File: config.mk
export PLATFORM = sky130hd
export DESIGN_NAME = stk_core
export DESIGN_NICKNAME = d
export VERILOG_FILES = /design/src/rtl/stk_pkg.sv /design/src/rtl/stk_alu.sv /design/src/rtl/stk_lifo.sv /design/src/rtl/stk_core.sv
export SDC_FILE = /design/constraint.sdc
export NUM_CORES = 1
export LEC_CHECK = 0
export BUFFER_PORTS_ARGS = -buffer_cell sky130_fd_sc_hd__clkbuf_2
export CORE_UTILIZATION = 30
export DETAILED_ROUTE_END_ITERATION = 6
export PLACE_DENSITY = 0.45
export RECOVER_POWER = 25
export SETUP_SLACK_MARGIN = 0.2
export SLEW_MARGIN = 20
export SYNTH_ARGS = -nofsm -noshare
export SYNTH_HDL_FRONTEND = slang
export SYNTH_HIERARCHICAL = 1
export SYNTH_SLANG_ARGS = --single-unit
File: constraint.sdc
create_clock -name clk_i -period 6.3 [get_ports clk_i]
set_clock_uncertainty 0.15 [all_clocks]
set_input_delay 0.315 -clock clk_i [delete_from_list [all_inputs] [get_ports clk_i]]
set_output_delay 0.315 -clock clk_i [all_outputs]
set_load 0.01 [all_outputs]
File: src/rtl/stk_pkg.sv
package stk_pkg;
  localparam int ADDR_W = 24;
  localparam int DATA_W = 8;

  typedef enum logic [7:0] {
    OP_ADD  = 8'h01,
    OP_SUB  = 8'h02,
    OP_MUL  = 8'h03,
    OP_LOAD = 8'h10,
    OP_STOR = 8'h11,
    OP_STOP = 8'hFF
  } opc_e;

  typedef enum logic [2:0] {
    S_FETCH, S_DEC, S_AHI, S_AMID, S_ALO, S_DATA, S_HALT, S_ERR
  } state_e;
endpackage

File: src/rtl/stk_alu.sv
module stk_alu #(
  parameter int W = 8
) (
  input  logic [7:0]   op_i,
  input  logic [W-1:0] sos_i,
  input  logic [W-1:0] tos_i,
  output logic [W-1:0] res_o
);
  logic [2*W-1:0] prod;
  assign prod = (2*W)'(sos_i) * (2*W)'(tos_i);

  always_comb begin
    unique case (op_i)
      stk_pkg::OP_SUB: res_o = sos_i - tos_i;
      stk_pkg::OP_MUL: res_o = prod[W-1:0];
      default:         res_o = sos_i + tos_i;
    endcase
  end
endmodule

File: src/rtl/stk_lifo.sv
module stk_lifo #(
  parameter int DEPTH = 8,
  parameter int W     = 8,
  localparam int CNT_W = $clog2(DEPTH + 1),
  localparam int IDX_W = (DEPTH > 1) ? $clog2(DEPTH) : 1
) (
  input  logic             clk_i,
  input  logic             rst_ni,
  input  logic             push_i,
  input  logic             pop_i,
  input  logic             fold_i,
  input  logic [W-1:0]     din_i,
  output logic [W-1:0]     tos_o,
  output logic [W-1:0]     sos_o,
  output logic [CNT_W-1:0] cnt_o,
  output logic             full_o,
  output logic             empty_o,
  output logic             pair_o
);
  logic [W-1:0]     ent_q [DEPTH];
  logic [CNT_W-1:0] cnt_q;
  logic [IDX_W-1:0] top_idx, sec_idx;

  assign top_idx = IDX_W'(cnt_q - CNT_W'(1));
  assign sec_idx = IDX_W'(cnt_q - CNT_W'(2));
  assign tos_o   = ent_q[top_idx];
  assign sos_o   = ent_q[sec_idx];
  assign cnt_o   = cnt_q;
  assign full_o  = (cnt_q == CNT_W'(DEPTH));
  assign empty_o = (cnt_q == '0);
  assign pair_o  = (cnt_q >= CNT_W'(2));

  for (genvar i = 0; i < DEPTH; i++) begin : g_ent
    always_ff @(posedge clk_i or negedge rst_ni) begin
      if (!rst_ni) begin
        ent_q[i] <= '0;
      end else if (push_i && cnt_q == CNT_W'(i)) begin
        ent_q[i] <= din_i;
      end else if (fold_i && cnt_q == CNT_W'(i + 2)) begin
        ent_q[i] <= din_i;
      end
    end
  end

  always_ff @(posedge clk_i or negedge rst_ni) begin
    if (!rst_ni)                cnt_q <= '0;
    else if (push_i)            cnt_q <= cnt_q + CNT_W'(1);
    else if (pop_i || fold_i)   cnt_q <= cnt_q - CNT_W'(1);
  end
endmodule

File: src/rtl/stk_core.sv
module stk_core
  import stk_pkg::*;
#(
  parameter int DEPTH = 8
) (
  input  logic              clk_i,
  input  logic              rst_ni,
  output logic [ADDR_W-1:0] mem_addr_o,
  output logic              mem_re_o,
  output logic              mem_we_o,
  output logic [DATA_W-1:0] mem_wdata_o,
  input  logic [DATA_W-1:0] mem_rdata_i,
  output logic              halt_o,
  output logic              stack_err_o
);
  localparam int CNT_W = $clog2(DEPTH + 1);

  state_e            st_q, st_d;
  logic [ADDR_W-1:0] pc_q, pc_d;
  logic [7:0]        opc_q, opc_d;
  logic [15:0]       abuf_q, abuf_d;

  logic              s_push, s_pop, s_fold, s_full, s_empty, s_pair;
  logic [DATA_W-1:0] s_tos, s_sos, alu_res;
  logic [CNT_W-1:0]  stk_cnt;

  stk_lifo #(.DEPTH(DEPTH), .W(DATA_W)) u_lifo (
    .clk_i   (clk_i),
    .rst_ni  (rst_ni),
    .push_i  (s_push),
    .pop_i   (s_pop),
    .fold_i  (s_fold),
    .din_i   (s_fold ? alu_res : mem_rdata_i),
    .tos_o   (s_tos),
    .sos_o   (s_sos),
    .cnt_o   (stk_cnt),
    .full_o  (s_full),
    .empty_o (s_empty),
    .pair_o  (s_pair)
  );

  stk_alu #(.W(DATA_W)) u_alu (
    .op_i  (mem_rdata_i),
    .sos_i (s_sos),
    .tos_i (s_tos),
    .res_o (alu_res)
  );

  always_comb begin
    st_d        = st_q;
    pc_d        = pc_q;
    opc_d       = opc_q;
    abuf_d      = abuf_q;
    mem_re_o    = 1'b0;
    mem_we_o    = 1'b0;
    mem_addr_o  = pc_q;
    mem_wdata_o = s_tos;
    s_push      = 1'b0;
    s_pop       = 1'b0;
    s_fold      = 1'b0;
    unique case (st_q)
      S_FETCH: begin
        mem_re_o = 1'b1;
        st_d     = S_DEC;
      end
      S_DEC: begin
        opc_d = mem_rdata_i;
        unique case (mem_rdata_i)
          OP_LOAD, OP_STOR: begin
            // overflow / underflow is caught before any address byte is fetched
            if ((mem_rdata_i == OP_LOAD && s_full) || (mem_rdata_i == OP_STOR && s_empty)) begin
              st_d = S_ERR;
            end else begin
              mem_re_o   = 1'b1;
              mem_addr_o = pc_q + ADDR_W'(1);
              st_d       = S_AHI;
            end
          end
          OP_ADD, OP_SUB, OP_MUL: begin
            if (!s_pair) begin
              st_d = S_ERR;
            end else begin
              s_fold = 1'b1;
              pc_d   = pc_q + ADDR_W'(1);
              st_d   = S_FETCH;
            end
          end
          default: st_d = S_HALT;
        endcase
      end
      S_AHI: begin
        abuf_d[15:8] = mem_rdata_i;
        mem_re_o     = 1'b1;
        mem_addr_o   = pc_q + ADDR_W'(2);
        st_d         = S_AMID;
      end
      S_AMID: begin
        abuf_d[7:0] = mem_rdata_i;
        mem_re_o    = 1'b1;
        mem_addr_o  = pc_q + ADDR_W'(3);
        st_d        = S_ALO;
      end
      S_ALO: begin
        mem_addr_o = {abuf_q, mem_rdata_i};
        if (opc_q == OP_LOAD) begin
          mem_re_o = 1'b1;
          st_d     = S_DATA;
        end else begin
          mem_we_o = 1'b1;
          s_pop    = 1'b1;
          pc_d     = pc_q + ADDR_W'(4);
          st_d     = S_FETCH;
        end
      end
      S_DATA: begin
        s_push = 1'b1;
        pc_d   = pc_q + ADDR_W'(4);
        st_d   = S_FETCH;
      end
      default: ;
    endcase
  end

  always_ff @(posedge clk_i or negedge rst_ni) begin
    if (!rst_ni) begin
      st_q   <= S_FETCH;
      pc_q   <= '0;
      opc_q  <= '0;
      abuf_q <= '0;
    end else begin
      st_q   <= st_d;
      pc_q   <= pc_d;
      opc_q  <= opc_d;
      abuf_q <= abuf_d;
    end
  end

  assign halt_o      = (st_q == S_HALT) || (st_q == S_ERR);
  assign stack_err_o = (st_q == S_ERR);
endmodule

# Word-level counts from Yosys, hierarchy flattened

Cells that the tools add are included.

Add/subtract/negate cells: 9
$mul: 1
Order comparisons: 3
Equal/unequal tests: 25
Mux-type cells: 48
Bitwise operators: 2
Reduce and logical (&&, ||, !) cells: 38

Operators by type and width:

| operator                                      | number |
|---|---|
| 2-to-1 mux 8 bit                              | 21 |
| 2-to-1 mux 24 bit                             | 5 |
| one-hot mux 24 bit (4 select lines)           | 1 |
| one-hot mux 24 bit (3 select lines)           | 1 |
| adder 24 x 2 -> 24 bit, second input constant | 2 |
| binary-select mux 8 bit (select 3 bit)        | 2 |
| adder 24 x 1 -> 24 bit, second input constant | 1 |
| adder 24 x 3 -> 24 bit, second input constant | 1 |
| == test 8 x 5 -> 1 bit, second input constant | 3 |
| logical AND 1 bit                             | 18 |
| one-hot mux 3 bit (6 select lines)            | 1 |
| nonzero test 2 bit                            | 9 |
| == test 4 x 3 -> 1 bit, second input constant | 4 |
| == test 8 x 2 -> 1 bit, second input constant | 2 |
| one-hot mux 8 bit (2 select lines)            | 1 |
| == test 3 bit, second input constant          | 4 |
| 2-to-1 mux 1 bit                              | 9 |
| 2-to-1 mux 3 bit                              | 3 |
| adder 8 bit                                   | 1 |
| == test 4 x 2 -> 1 bit, second input constant | 2 |
| == test 4 bit, second input constant          | 2 |
| == test 8 x 1 -> 1 bit, second input constant | 1 |
| >= comparator 4 bit, second input constant    | 2 |
| multiplier 8 x 8 -> 8 bit                     | 1 |
| other kinds (21)                              | 29 |

Register bits: 119
Input port bits: 10
Output and inout port bits: 36
Word-level logic and storage cells: 140

# Longest topological paths before layout

Depth after elaboration: 10
Mapped depth: 28

# By module

The synthesis kept the hierarchy.

Modules (own cells, without submodules):

| module   | times used | cells each | area an instance (µm²) | sequential area each (µm²) |
|---|---|---|---|---|
| stk_core | 1          | 602        | 4,530.6                | 1,276.2 |
| stk_lifo | 1          | 245        | 3,930.0                | 1,701.6 |
| stk_alu  | 1          | 189        | 1,482.7                | 0.0 |

# Least setup slack after synthesis

OpenSTA, ideal clock, no wires.

Path type: flip-flop to flip-flop
From: register u_lifo.cnt_q[1], in the netlist u_lifo/cnt_o[1]
To: register u_lifo/ent_q[23] (netlist bit)
Arrival time: 5.755 ns
Data required time: 6.025 ns
Path slack: 0.271 ns
Stages on the path, launching flop included: 25
Buffers on the path: 5
Cells stage by stage: dfrtp_1 > clkbuf_1 > buf_2 > inv_1 > ha_1 > buf_6 > buf_8 > mux4_1 > mux2_2 > buf_2 > nand2_1 > fa_1 > inv_1 > ha_1 > fa_1 > inv_1 > fa_1 > inv_1 > ha_1 > a21oi_1 > xnor2_1 > xnor2_1 > mux2i_1 > a21o_1 > mux2_2

Word-level cells in the longest chain between the ends: 10

Ends and longest elaborated chain:

| element                                                 | RTL line       | text |
|---|---|---|
| start, declared                                         | stk_lifo.sv:21 | `logic [CNT_W-1:0] cnt_q;` |
| start signal, assigned                                  | stk_lifo.sv:47 | `else if (push_i) cnt_q <= cnt_q + CNT_W'(1);` |
| start signal, assigned                                  | stk_lifo.sv:48 | `else if (pop_i \|\| fold_i) cnt_q <= cnt_q - CNT_W'(1);` |
| subtractor 4 x 1 -> 4 bit *                             | -              |  |
| NOT 3 -> 4 bit (implied by the code) *                  | stk_lifo.sv:26 | `assign tos_o = ent_q[top_idx];` |
| binary-select mux 8 bit (select 3 bit) *                | stk_lifo.sv:26 |  |
| 2-to-1 mux 8 bit (implied by the code) * (2 in a row)   | stk_lifo.sv:26 |  |
| net mem_wdata_o[4]                                      | stk_core.sv:11 | `output logic [DATA_W-1:0] mem_wdata_o,` |
| multiplier 8 x 8 -> 8 bit, or another cell as far along | stk_alu.sv:10  | `assign prod = (2*W)'(sos_i) * (2*W)'(tos_i);` |
| one-hot mux 8 bit (2 select lines) *                    | stk_alu.sv:13  | `unique case (op_i)` |
| net alu_res[7]                                          | stk_core.sv:24 | `logic [DATA_W-1:0] s_tos, s_sos, alu_res;` |
| 2-to-1 mux 8 bit *                                      | stk_core.sv:33 | `.din_i (s_fold ? alu_res : mem_rdata_i),` |
| 2-to-1 mux 8 bit                                        | stk_lifo.sv:39 | `end else if (fold_i && cnt_q == CNT_W'(i + 2)) begin` |
| 2-to-1 mux 8 bit *                                      | stk_lifo.sv:37 | `end else if (push_i && cnt_q == CNT_W'(i)) begin` |
| end signal, assigned by index                           | stk_lifo.sv:38 | `ent_q[i] <= din_i;` |
| end signal, assigned by index                           | stk_lifo.sv:40 | `ent_q[i] <= din_i;` |
| end, declared                                           | stk_lifo.sv:20 | `logic [W-1:0] ent_q [DEPTH];` |

The timed path passes the listed nets; every way through them passes the cells marked *. The select of a mux whose other input is x is not followed.
A chain may end at the register's enable or synchronous reset.

# Worst setup path after layout

From: register u_lifo.cnt_q[2], in the netlist u_lifo/cnt_o[2]
To: register u_lifo/ent_q[31] (netlist bit)

Word-level cells in the longest chain between the ends: 10

Ends and longest elaborated chain:

| element                                                 | RTL line       | text |
|---|---|---|
| subtractor 3 x 2 -> 3 bit *                             | stk_lifo.sv:25 | `assign sec_idx = IDX_W'(cnt_q - CNT_W'(2));` |
| NOT 3 -> 4 bit (implied by the code) *                  | stk_lifo.sv:27 | `assign sos_o = ent_q[sec_idx];` |
| binary-select mux 8 bit (select 3 bit) *                | stk_lifo.sv:27 |  |
| 2-to-1 mux 8 bit (implied by the code) * (2 in a row)   | stk_lifo.sv:27 |  |
| net s_sos[1]                                            | stk_core.sv:24 |  |
| multiplier 8 x 8 -> 8 bit, or another cell as far along | stk_alu.sv:10  |  |
| one-hot mux 8 bit (2 select lines) *                    | stk_alu.sv:13  |  |
| net alu_res[7]                                          | stk_core.sv:24 |  |
| 2-to-1 mux 8 bit *                                      | stk_core.sv:33 |  |
| 2-to-1 mux 8 bit                                        | stk_lifo.sv:39 |  |
| 2-to-1 mux 8 bit *                                      | stk_lifo.sv:37 |  |

Marked as above.

==> impl_metrics.tcl <==
set metrics [dict create \
    start_util 0.306 \
    ant_nets 0 \
    synth_edf_count 0 \
    dp_hpwl_um 23100 \
    grt_pass1_vias 7907 \
    io_pins 46 \
    synth_fp_nets 1099 \
    leakagePower_nw 4.83 \
    drc_errors 0 \
    setup_viol 0 \
    insertion_delay_ns 0.45 \
    rows 66 \
    clock_path_buffers 2 \
    grtUsageTotal 0.201 \
    end_kind "register" \
    die_x_um 184 \
    drive_gt1_frac 0.199 \
    hold_viol_final 0 \
    postSynthCellCount 1036 \
    ctsResizeCount 0 \
    portBuffers 45 \
    path_cells "inv_1 -> ha_1 -> mux2_2 -> nand2_1 -> fa_1 -> fa_1 -> inv_1 -> fa_1 -> inv_1 -> fa_1 -> inv_1 -> ha_1 -> a21oi_1 -> xnor2_1 -> xnor2_1 -> mux2i_1 -> a21o_1 -> mux2_2" \
    cts_tree "yes" \
    cts_made_buffers 17 \
    hold_buffers 1 \
    synth_top_area_frac 0.299 \
    fp.coreArea_um2 32500 \
    worst_ep_required_time_ns 6.48 \
    rsz0062_at_grt "false" \
    wl_um 32900 \
    r2r_cells 18 \
    drt_iter0_drc 683 \
    place_congestion 0.908 \
    ys_ff_latch 119 \
    ff_latch_area_um2 2980 \
    clkTransAtPathRegs_ns 0.06 \
    grt_overflow 0 \
    timing.slew.headroom -1.08 \
    htreeDepth 4 \
    synth.area.top_cells "dfrtp_1 (30%), mux2_2 (9.4%), mux4_1 (7.1%)" \
    clock-sinks 119 \
    grt_pass1_wl_um 50200 \
    post_cts_buffers 0 \
    max_stage_delay_ns 0.60 \
    irDropWorstVdd_mv 0.193 \
    hold_depth 3 \
    period_needed_ns 5.76 \
    die_h_um 184 \
    ys_seq_area_frac 0.299 \
    worst_pin_slew_ns 3.12 \
    antenna_cells 0 \
    max_freq_ghz 0.174 \
    critPathLaunchType "register" \
    status "finished, violations left" \
    grt_max_degree 69 \
    failed_checks "max-capacitance violations, max-slew violations" \
    cpMaxStageDelayCell "dfrtp_1" \
    critPathMaxFanout 13 \
    synth_top_cell_by_area "dfrtp_1" \
    routedWlPerCell_um 21.9 \
    cts_root_buf "clkbuf_16" \
    vias 8159 \
    synth.avg_cell_area_um2 9.60 \
    async_reset_ff_frac 1.00 \
    num-nets-final 1108 \
    multiInputGateArea_um2 6370 \
    crit_arrival_ns 5.94 \
    grt_antenna_before_repair 0 \
    fin_util 0.338 \
    path_class "reg2reg" \
    max_cap_viol_count 1 \
    finalMaxSlewViolations 51 \
    routed_via_density 5.44 \
    p_per_area_nw_per_um2 167 \
    netlist_area_um2 9940 \
    min_path_type "in2reg" \
    layout_worst_path_cycle_share 0.914 \
    tns_ns 0 \
    die_area_um2 33900 \
    area_delta_synth_final_pct 10.7 \
    nFillCells 3453 \
    synth_flop_cell "dfrtp_1" \
    dr.pass1.iters 5 \
    ys_warn_count 6 \
    synth_cell_types 95 \
]
==> critical path: cells and delay by family, from the launching register on <==
kind / cells / cell delay [ns]
and+or+nand+nor: 1 / 0.11
muxes: 3 / 0.76
buffers and inverters: 4 / 0.36
xor gates and xnor gates: 2 / 0.28
AOI/OAI and AO/OA: 2 / 0.45
DFF: 1 / 0.60
adders and majority gates: 6 / 2.93
==> layer usage <==
metal / global-route usage / share of wire / vias to the layer above
met2: 0.317 / 0.46 / 260
li1: - / - / 3760
met3: 0.0404 / 0.051 / 49
met5: 0 / 0 / -
met4: 0.0753 / 0.028 / 0
met1: 0.269 / 0.46 / 4090
==> final timing paths <==
path                                 start                to  slack [ns]
max                        u_lifo/cnt_o[2]  u_lifo/ent_q[31]        0.54
min                         mem_rdata_i[2]          opc_q[2]        0.14
max reg2reg                u_lifo/cnt_o[2]  u_lifo/ent_q[31]        0.54
min reg2reg                      abuf_q[8]         abuf_q[8]        0.32
max in group asynchronous           rst_ni   u_lifo/cnt_o[2]        1.75
min in group asynchronous           rst_ni        abuf_q[11]        0.50
==> where the power goes <==
part / internal (W) / switching, W / total [W]
combinational: 0.0000134 / 0.0000394 / 0.0000529
clock: 0.000606 / 0.000404 / 0.00101
sequential: 0.000770 / 0.00000367 / 0.000773
==> kinds of logic after synthesis <==
logic type	after synthesis	share of synthesized area
AO/OA/AOI/OAI	184	0.121
XOR/XNOR	71	0.0648
adder cells (fa/ha/maj)	53	0.0765
buffers and inverters	119	0.0596
flip-flops	119	0.299
multiplexers	124	0.186
AND/OR/NAND/NOR	366	0.192
==> final cells by class <==
cell class | instances | area share
Clock inverter | 13 | 0.0131
Sequential cell | 119 | 0.270
Inverter | 50 | 0.0170
Clock buffer | 19 | 0.0411
Tap cell | 442 | 0.0502
Timing Repair Buffer | 59 | 0.0294
Multi-Input combinational cell | 798 | 0.579
==> registers in the layout, indices dropped and copies added, names as in the netlist <==
signal,flops
u_lifo/ent_q,64
pc_q,24
abuf_q,16
opc_q,8
u_lifo/cnt_o,4
st_q,3
==> placed cells by master, fill, tap and decap left out, drive strengths merged, types with 9 or more instances in the layout <==
| master | n |
|---|---|
| o21ai | 42 |
| o211ai | 9 |
| nand3 | 17 |
| buf | 11 |
| inv | 52 |
| mux2 | 84 |
| nand2 | 155 |
| dfrtp | 119 |
| xor2 | 23 |
| nor3 | 27 |
| fa | 13 |
| nand4 | 16 |
| nor4 | 12 |
| nor2 | 62 |
| a21oi | 50 |
| ha | 40 |
| a31oi | 13 |
| mux4 | 32 |
| clkbuf | 66 |
| xnor2 | 48 |
| a21o | 11 |
| and2 | 18 |
==> synth_stat cells (4+ instances only) <==
cell type	number
nand2_1	153
dfrtp_1	119
mux2_2	83
nor2_1	57
inv_1	49
a21oi_1	48
xnor2_1	46
o21ai_0	41
ha_1	40
mux4_1	27
buf_2	26
clkbuf_1	26
nor3_1	22
xor2_1	22
and2_1	18
nand3_1	17
nand4_1	14
fa_1	13
a31oi_1	12
a21o_1	11
nor4_1	10
buf_6	9
o211ai_1	9
o22ai_1	8
and3_1	7
mux2i_1	7
a22oi_1	6
and4_1	6
nand2b_1	6
nor2b_1	6
o31ai_1	6
buf_4	5
mux4_2	5
nand3b_1	5
nor3b_1	5
nor2_2	4
==> stage by stage <==
stage          setup slack (ns)  power, W  std cells  hold WS, ns  cell area [um2]
2_1_floorplan             0.271  0.000805       1036       -0.131             9940
3_3_place_gp              0.641  0.000841       1466        0.311            10400
3_5_place_dp              0.554  0.000841       1466        0.312            10400
4_1_cts                   0.528   0.00187       1499        0.105            11000
5_1_grt                   0.287   0.00190       1500        0.118            11000
6_report                  0.541   0.00184       1500        0.136            11000
Power figures use the tool's default switching activity.
